$ cat src/rtl/bseq_pkg.sv
package bseq_pkg;
  typedef enum logic {
    ORD_LINEAR     = 1'b0,
    ORD_INTERLEAVE = 1'b1
  } order_e;

  // Low-bit address for beat number k from loaded low bits l
  function automatic logic [1:0] beat_low(input logic [1:0] l, input logic [1:0] k,
                                          input order_e ord);
    if (ord == ORD_INTERLEAVE) beat_low = l ^ k;
    else                       beat_low = l + k;
  endfunction
endpackage

$ cat src/rtl/bseq_load_ctrl.sv
module bseq_load_ctrl #(
  parameter int ADDR_W = 16
) (
  input  logic              clk,
  input  logic              rst_n,
  input  logic [ADDR_W-1:0] addr_in,
  input  logic              start_proc,
  input  logic              start_ctrl,
  input  logic              cs_n,
  output logic              load,
  output logic [ADDR_W-1:0] base_q
);
  logic proc_ok;

  // processor strobe counts only while selected; it wins ties, both load the same word
  assign proc_ok = start_proc & ~cs_n;
  assign load    = proc_ok | start_ctrl;

  always_ff @(posedge clk or negedge rst_n) begin
    if (!rst_n)    base_q <= '0;
    else if (load) base_q <= addr_in;
  end
endmodule

$ cat src/rtl/bseq_beat_counter.sv
module bseq_beat_counter #(
  parameter int CNT_W = 2
) (
  input  logic             clk,
  input  logic             rst_n,
  input  logic             load,
  input  logic             advance,
  output logic [CNT_W-1:0] beat_q,
  output logic             active_q
);
  always_ff @(posedge clk or negedge rst_n) begin
    if (!rst_n) begin
      beat_q   <= '0;
      active_q <= 1'b0;
    end else if (load) begin
      beat_q   <= '0;
      active_q <= 1'b1;
    end else if (advance && active_q) begin
      beat_q   <= beat_q + 1'b1;   // natural wrap after the last beat
    end
  end
endmodule

$ cat src/rtl/bseq_addr_map.sv
module bseq_addr_map
  import bseq_pkg::*;
#(
  parameter int ADDR_W = 16,
  parameter int CNT_W  = 2
) (
  input  logic [ADDR_W-1:0] base,
  input  logic [CNT_W-1:0]  beat,
  input  order_e            ord,
  output logic [ADDR_W-1:0] addr
);
  localparam int HI_W = ADDR_W - CNT_W;

  generate
    if (CNT_W == 2) begin : g_fixed
      assign addr[1:0] = beat_low(base[1:0], beat, ord);
    end else begin : g_generic
      assign addr[CNT_W-1:0] = (ord == ORD_INTERLEAVE) ? (base[CNT_W-1:0] ^ beat)
                                                       : (base[CNT_W-1:0] + beat);
    end
    if (HI_W > 0) begin : g_hi
      assign addr[ADDR_W-1:CNT_W] = base[ADDR_W-1:CNT_W];
    end
  endgenerate
endmodule

$ cat src/rtl/bseq_burst_addr.sv
module bseq_burst_addr
  import bseq_pkg::*;
#(
  parameter int ADDR_W = 16
) (
  input  logic              clk,
  input  logic              rst_n,
  input  logic [ADDR_W-1:0] addr_in,
  input  logic              start_proc,
  input  logic              start_ctrl,
  input  logic              cs_n,
  input  logic              advance,
  input  logic              order_sel,
  output logic [ADDR_W-1:0] addr_out,
  output logic              beat_valid
);
  localparam int CNT_W = 2;

  logic              load;
  logic [ADDR_W-1:0] base_q;
  logic [CNT_W-1:0]  beat_q;
  logic              active_q;
  order_e            ord;

  assign ord = order_e'(order_sel);

  bseq_load_ctrl #(.ADDR_W(ADDR_W)) u_load (
    .clk(clk), .rst_n(rst_n), .addr_in(addr_in), .start_proc(start_proc),
    .start_ctrl(start_ctrl), .cs_n(cs_n), .load(load), .base_q(base_q)
  );

  bseq_beat_counter #(.CNT_W(CNT_W)) u_cnt (
    .clk(clk), .rst_n(rst_n), .load(load), .advance(advance),
    .beat_q(beat_q), .active_q(active_q)
  );

  bseq_addr_map #(.ADDR_W(ADDR_W), .CNT_W(CNT_W)) u_map (
    .base(base_q), .beat(beat_q), .ord(ord), .addr(addr_out)
  );

  assign beat_valid = active_q;


  ctrl_load_chk: assert property (@(posedge clk) disable iff (!rst_n)
    start_ctrl |=> (addr_out == $past(addr_in)) && beat_valid);


  blocked_proc_chk: assert property (@(posedge clk) disable iff (!rst_n)
    (start_proc && cs_n && !start_ctrl && !advance) |=> $stable(addr_out));


  idle_hold_chk: assert property (@(posedge clk) disable iff (!rst_n)
    (!start_ctrl && !(start_proc && !cs_n) && !advance && $stable(order_sel))
      |=> $stable(addr_out));


  upper_fixed_chk: assert property (@(posedge clk) disable iff (!rst_n)
    (!start_ctrl && !(start_proc && !cs_n))
      |=> addr_out[ADDR_W-1:CNT_W] == $past(addr_out[ADDR_W-1:CNT_W]));


  no_burst_chk: assert property (@(posedge clk) disable iff (!rst_n)
    (!beat_valid && !start_ctrl && !(start_proc && !cs_n)) |=> !beat_valid);
endmodule

$ cat config.mk
export PLATFORM = sky130hd
export DESIGN_NAME = bseq_burst_addr
export DESIGN_NICKNAME = d
export VERILOG_FILES = /design/src/rtl/bseq_pkg.sv /design/src/rtl/bseq_load_ctrl.sv /design/src/rtl/bseq_beat_counter.sv /design/src/rtl/bseq_addr_map.sv /design/src/rtl/bseq_burst_addr.sv
export SDC_FILE = /design/constraint.sdc
export NUM_CORES = 1
export LEC_CHECK = 0
export ABC_CLOCK_PERIOD_IN_PS = 1300
export BUFFER_PORTS_ARGS = -buffer_cell sky130_fd_sc_hd__buf_2
export CORE_UTILIZATION = 45
export DETAILED_ROUTE_END_ITERATION = 8
export MAX_ROUTING_LAYER = met4
export PLACE_DENSITY = 0.75
export SYNTH_ARGS = -nofsm -noshare
export SYNTH_HDL_FRONTEND = slang
export SYNTH_SLANG_ARGS = --single-unit
$ cat constraint.sdc
create_clock -name clk -period 1.3 [get_ports clk]
set_input_delay 0.065 -clock clk [delete_from_list [all_inputs] [get_ports clk]]
set_output_delay 0.065 -clock clk [all_outputs]
set_load 0.005 [all_outputs]
* Word level (Yosys, flattened, before mapping)
Cells that the tools add are included.
** Storage, ports and cells
- Output and inout bits :: 17
- Logic and storage cells :: 14
- Bits in registers :: 19
** Operators by class
- Multiplexer cells :: 3
- Bitwise gates (word level) :: 4
- Reduce and logical (&&, ||, !) cells :: 2
- Add/sub/neg operators :: 2
** Operator list (number)
- $mux W2 :: 3
- $add A2 B1 Y2 const B :: 1
- $add A2 B2 Y2 :: 1
- $reduce_bool A2 Y1 :: 1
- $xor A2 B2 Y2 :: 1
- $and A1 B1 Y1 :: 1
- $logic_and A1 B1 Y1 :: 1
- $not A1 Y1 :: 1
- $or A1 B1 Y1 :: 1

* Longest topological paths before layout
- Word-level depth :: 4
- Depth in mapped cells :: 4

* Hierarchy
Synthesis repeated with hierarchy kept, for this count alone.
** Second synthesis, totals
- Cell total of the unflattened synthesis :: 65
- Area total of the unflattened synthesis :: 938.4 µm²
** By module, submodules not included
- bseq_load_ctrl :: area an instance 658.1 µm², cells an instance 36, instances 1
- bseq_addr_map :: area an instance 141.4 µm², cells an instance 18, instances 1
- bseq_beat_counter :: area an instance 138.9 µm², cells an instance 11, instances 1

* Worst setup path after synthesis
OpenSTA, ideal clock, no wires.
- Path kind :: input to register
- From :: input port cs_n
- To :: register u_load.base_q[0]
- Library setup time :: 125 ps
- Cell stages on the path :: 4
- Required time :: 1175 ps
- Data arrival time :: 839 ps
- Path slack :: 335 ps
- Cells stage by stage :: inv_2 -> a21oi_4 -> buf_8 -> mux2_4
** On the way
- Longest elaborated chain between the ends :: 3
** RTL lines
- from (decl) :: line bseq_burst_addr.sv:11 : input logic cs_n,
- $not A1 Y1 :: line bseq_load_ctrl.sv:16 : assign proc_ok = start_proc & ~cs_n;
- $and A1 B1 Y1 :: line bseq_load_ctrl.sv:16
- $or A1 B1 Y1 :: line bseq_load_ctrl.sv:17 : assign load = proc_ok | start_ctrl;
- to (signal assigned) :: line bseq_load_ctrl.sv:21 : else if (load) base_q <= addr_in;
- to (decl) :: line bseq_load_ctrl.sv:11 : output logic [ADDR_W-1:0] base_q
Every way passes these cells.
A chain may end at the register's enable or synchronous reset.

* Worst setup path after layout
- From :: register u_cnt.beat_q[0]
- To :: output port addr_out[1]
** On the way
- Longest elaborated chain between the ends :: 2
** RTL lines
- from (decl) :: line bseq_beat_counter.sv:8 : output logic [CNT_W-1:0] beat_q,
- from (signal assigned) :: line bseq_beat_counter.sv:19 : beat_q <= beat_q + 1'b1;
- $add A2 B2 Y2 :: line bseq_pkg.sv:11 : else beat_low = l + k;
- $mux W2 :: line bseq_pkg.sv:10 : if (ord == ORD_INTERLEAVE) beat_low = l ^ k;
- to (decl) :: line bseq_burst_addr.sv:14 : output logic [ADDR_W-1:0] addr_out,
Every way passes these cells.

==> results.py <==
metrics = {
    "timing": {
        "final-max-slew-violation-count": 0,
        "worst_pin_slew_ns": 0.415,
        "period_needed_ns": 1.27,
        "whs_ns": 0.0134,
        "slew-limit-headroom": 0.723,
        "hold_viol": 0,
        "clock.fmax_mhz": 785,
        "setup_viol": 0,
        "fin_worst_skew_ns": 0.000548,
        "final.period_utilization": 0.980,
        "rsz0062_at_grt": "true",
        "tns_ns": 0,
    },
    "setup_path": {
        "r2r_cells": 5,
        "rr_endpoint": "u_cnt.beat_q[1]",
        "cp_cell_sequence": "ha_2 > nor2b_4 > xnor2_1 > buf_2",
        "cp_slowest_stage_delay_ns": 0.40,
        "crit_path_end_kind": "primary output",
        "startpoint": "u_cnt.beat_q[0]",
        "criticalPathCategory": "flip-flop to primary output",
        "worstPathArrival_ns": 1.21,
        "worstPathMaxFanout": 2,
        "worst_path_max_delay_cell": "dfrtp_1",
        "cp_top_family": "flip-flops",
        "startpoint_type": "flip-flop",
        "rrSetupSlack_ns": 0.26,
        "critical_path_required_ns": 1.24,
        "worstReg2RegStart": "u_cnt.beat_q[0]",
        "path_buf_inv": 1,
    },
    "synth": {
        "synth_fa_ha_area_frac": 0.0139,
        "synthTopCellsByArea": "dfrtp_1, buf_4, mux2_4, mux2_2, xnor2_1",
        "synth_area_um2": 903,
        "synth_compound_area_frac": 0.0180,
        "yosys_warnings": 0,
        "synth_fp_nets": 87,
        "synth_top_area_cell": "dfrtp_1",
        "avgSynthCellArea_um2": 14.3,
        "netlist_instances": 63,
        "synthMuxAreaShare": 0.229,
        "synth_top_family_by_area": "multiplexers",
        "synthSimpleGateAreaFrac": 0.0374,
        "yosysSeqAreaShare": 0.526,
        "ys_types": 14,
        "synth_top_cell_area_share": 0.526,
        "synth-seq-cells": 19,
        "synth_xor_area_frac": 0.0388,
    },
    "hold_path": {
        "min_from": "addr_in[1]",
        "min_to": "u_load.base_q[1]",
        "hold_depth": 2,
        "min_path_type": "input pin to flip-flop",
    },
    "power": {
        "clockPowerShare": 0.227,
        "intPower_mw": 0.944,
        "comb_power_share": 0.224,
        "p_sw_mw": 0.284,
        "swShare": 0.231,
        "ir_drop_uv": 763,
        "leakage_nw": 0.597,
        "pwr-share-seq": 0.548,
        "p_total_mw": 1.23,
        "powerDensity_nw_per_um2": 997,
    },
    "final_layout": {
        "drive_gt1_frac": 0.596,
        "diodes": 0,
        "finalNonFillerCells": 134,
        "area_growth_pct": 36.3,
        "fillers": 146,
        "num-nets-final": 134,
    },
    "detailed_routing": {
        "drt_wl_total_mm": 1.55,
        "drcViolationCount": 0,
        "drtIter0Drc": 2,
        "routed_via_density": 4.40,
        "wl_per_cell_um": 11.5,
        "vias": 590,
        "first_pass_iters": 2,
        "ant_nets": 0,
    },
    "placed_design": {
        "placedCellCount": 113,
        "io_buffer_count": 39,
        "dpl.hpwl_mm": 1.01,
        "place.gp.congestion": 0.656,
    },
    "clock_network": {
        "cts_tree": "built",
        "cts_root_buf": "clkbuf_4",
        "cts.sinks": 19,
        "cts_buffers": 3,
        "clk_pin_slew_ns": 0.10,
        "ctsLongestPathBuffers": 2,
        "cts_htree_levels": 1,
        "clk_latency_ns": 0.28,
    },
    "global_route": {
        "grt.total_usage": 0.167,
        "grt_pass1_vias": 547,
        "grt_max_degree": 20,
        "grt_overflow": 0,
        "antenna_found_initial": 0,
        "grt_pass1_wl_mm": 2.28,
    },
    "floorplan": {
        "core_area_um2": 1800,
        "start_util": 0.501,
        "die-area_um2": 2190,
        "die_height_um": 46.8,
        "rows": 15,
        "io_pins": 40,
        "die_x_um": 46.8,
    },
    "run": {
        "max-cap-violations": 0,
    },
    "status": {
        "outcome": "finished clean",
    },
}
-- cells in the mapped netlist --
cell type and instances:
buf_4 14, and2_1 2, mux2_4 7, nand3_1 1, dfrtp_1 19, xnor2_1 4
nand2b_1 1, ha_1 1, a21oi_4 1, buf_8 1, nor2b_1 1, mux2_2 9
inv_2 1, nand2_1 1
-- cells in the final DEF (no fill, tap or decap), drive strengths merged --
cell / count
dfrtp: 19
nand3: 1
dlygate4sd3: 15
mux2: 16
a21oi: 1
buf: 42
nand2b: 1
ha: 1
and2: 2
xnor2: 4
inv: 1
clkbuf: 4
nor2b: 1
nand2: 1
-- stage by stage --
step | setup slack (ns) | util | instance area, um^2
floorplan | 0.335 | - | 903
global placement | 0.308 | 0.572 | 1030
detailed placement | 0.292 | 0.572 | 1030
CTS | -0.0172 | 0.663 | 1190
global route | -0.0733 | 0.683 | 1230
finish | 0.0259 | 0.683 | 1230
-- area by class of cell --
| cell class | count | area [um^2] | share of cell area |
|---|---|---|---|
| Clock buffer | 4 | 26.3 | 0.0213 |
| Inverter | 1 | 3.75 | 0.00305 |
| Multi-Input combinational cell | 28 | 314 | 0.255 |
| Sequential cell | 19 | 475 | 0.386 |
| Tap cell | 25 | 31.3 | 0.0254 |
| Timing Repair Buffer | 57 | 380 | 0.309 |
-- power groups by stage --
| stage | Clock [mW] | Sequential (mW) | Combinational (mW) |
|---|---|---|---|
| floorplan | 0 | 0.679 | 0.182 |
| global placement | 0 | 0.682 | 0.228 |
| detailed placement | 0 | 0.685 | 0.233 |
| CTS | 0.295 | 0.673 | 0.269 |
| global route | 0.321 | 0.680 | 0.303 |
| finish | 0.279 | 0.673 | 0.275 |
-- layer usage --
layer	global-route usage	up-vias	part of all wire
met4	0.0857	0	0.0078
met2	0.264	20	0.53
li1	-	288	-
met1	0.186	280	0.41
met5	-	-	0
met3	0.0577	2	0.043
-- cell families (layout without fill, tap and decap cells) --
| family | Yosys count | in the layout |
|---|---|---|
| DFF | 19 | 19 |
| muxes | 16 | 16 |
| buffers and inverters | 16 | 62 |
| and+or+nand+nor | 6 | 6 |
| xor gates and xnor gates | 4 | 4 |
| adders and majority gates | 1 | 1 |
| AOI/OAI and AO/OA | 1 | 1 |
-- worst max path at each step --
stage,to,cells past startpoint
after detailed placement,addr_out[1],4
final,addr_out[1],4
after global routing,addr_out[1],4
after global placement,addr_out[1],4
after floorplan,u_load.base_q[0],4
after CTS,addr_out[1],4
-- sequential cells by signal, summed over array words and instances (netlist names) --
| name | count |
|---|---|
| u_cnt.active_q | 1 |
| u_cnt.beat_q | 2 |
| u_load.base_q | 16 |
-- timing repair --
action	in CTS	in global routing
resized for setup	3	0
pin swaps	2	1
setup buffers	1	1
hold buffers	12	3
endpoints found under the hold margin	30	3
setup endpoints to repair	1	1
(Power assumes the default switching activity.)
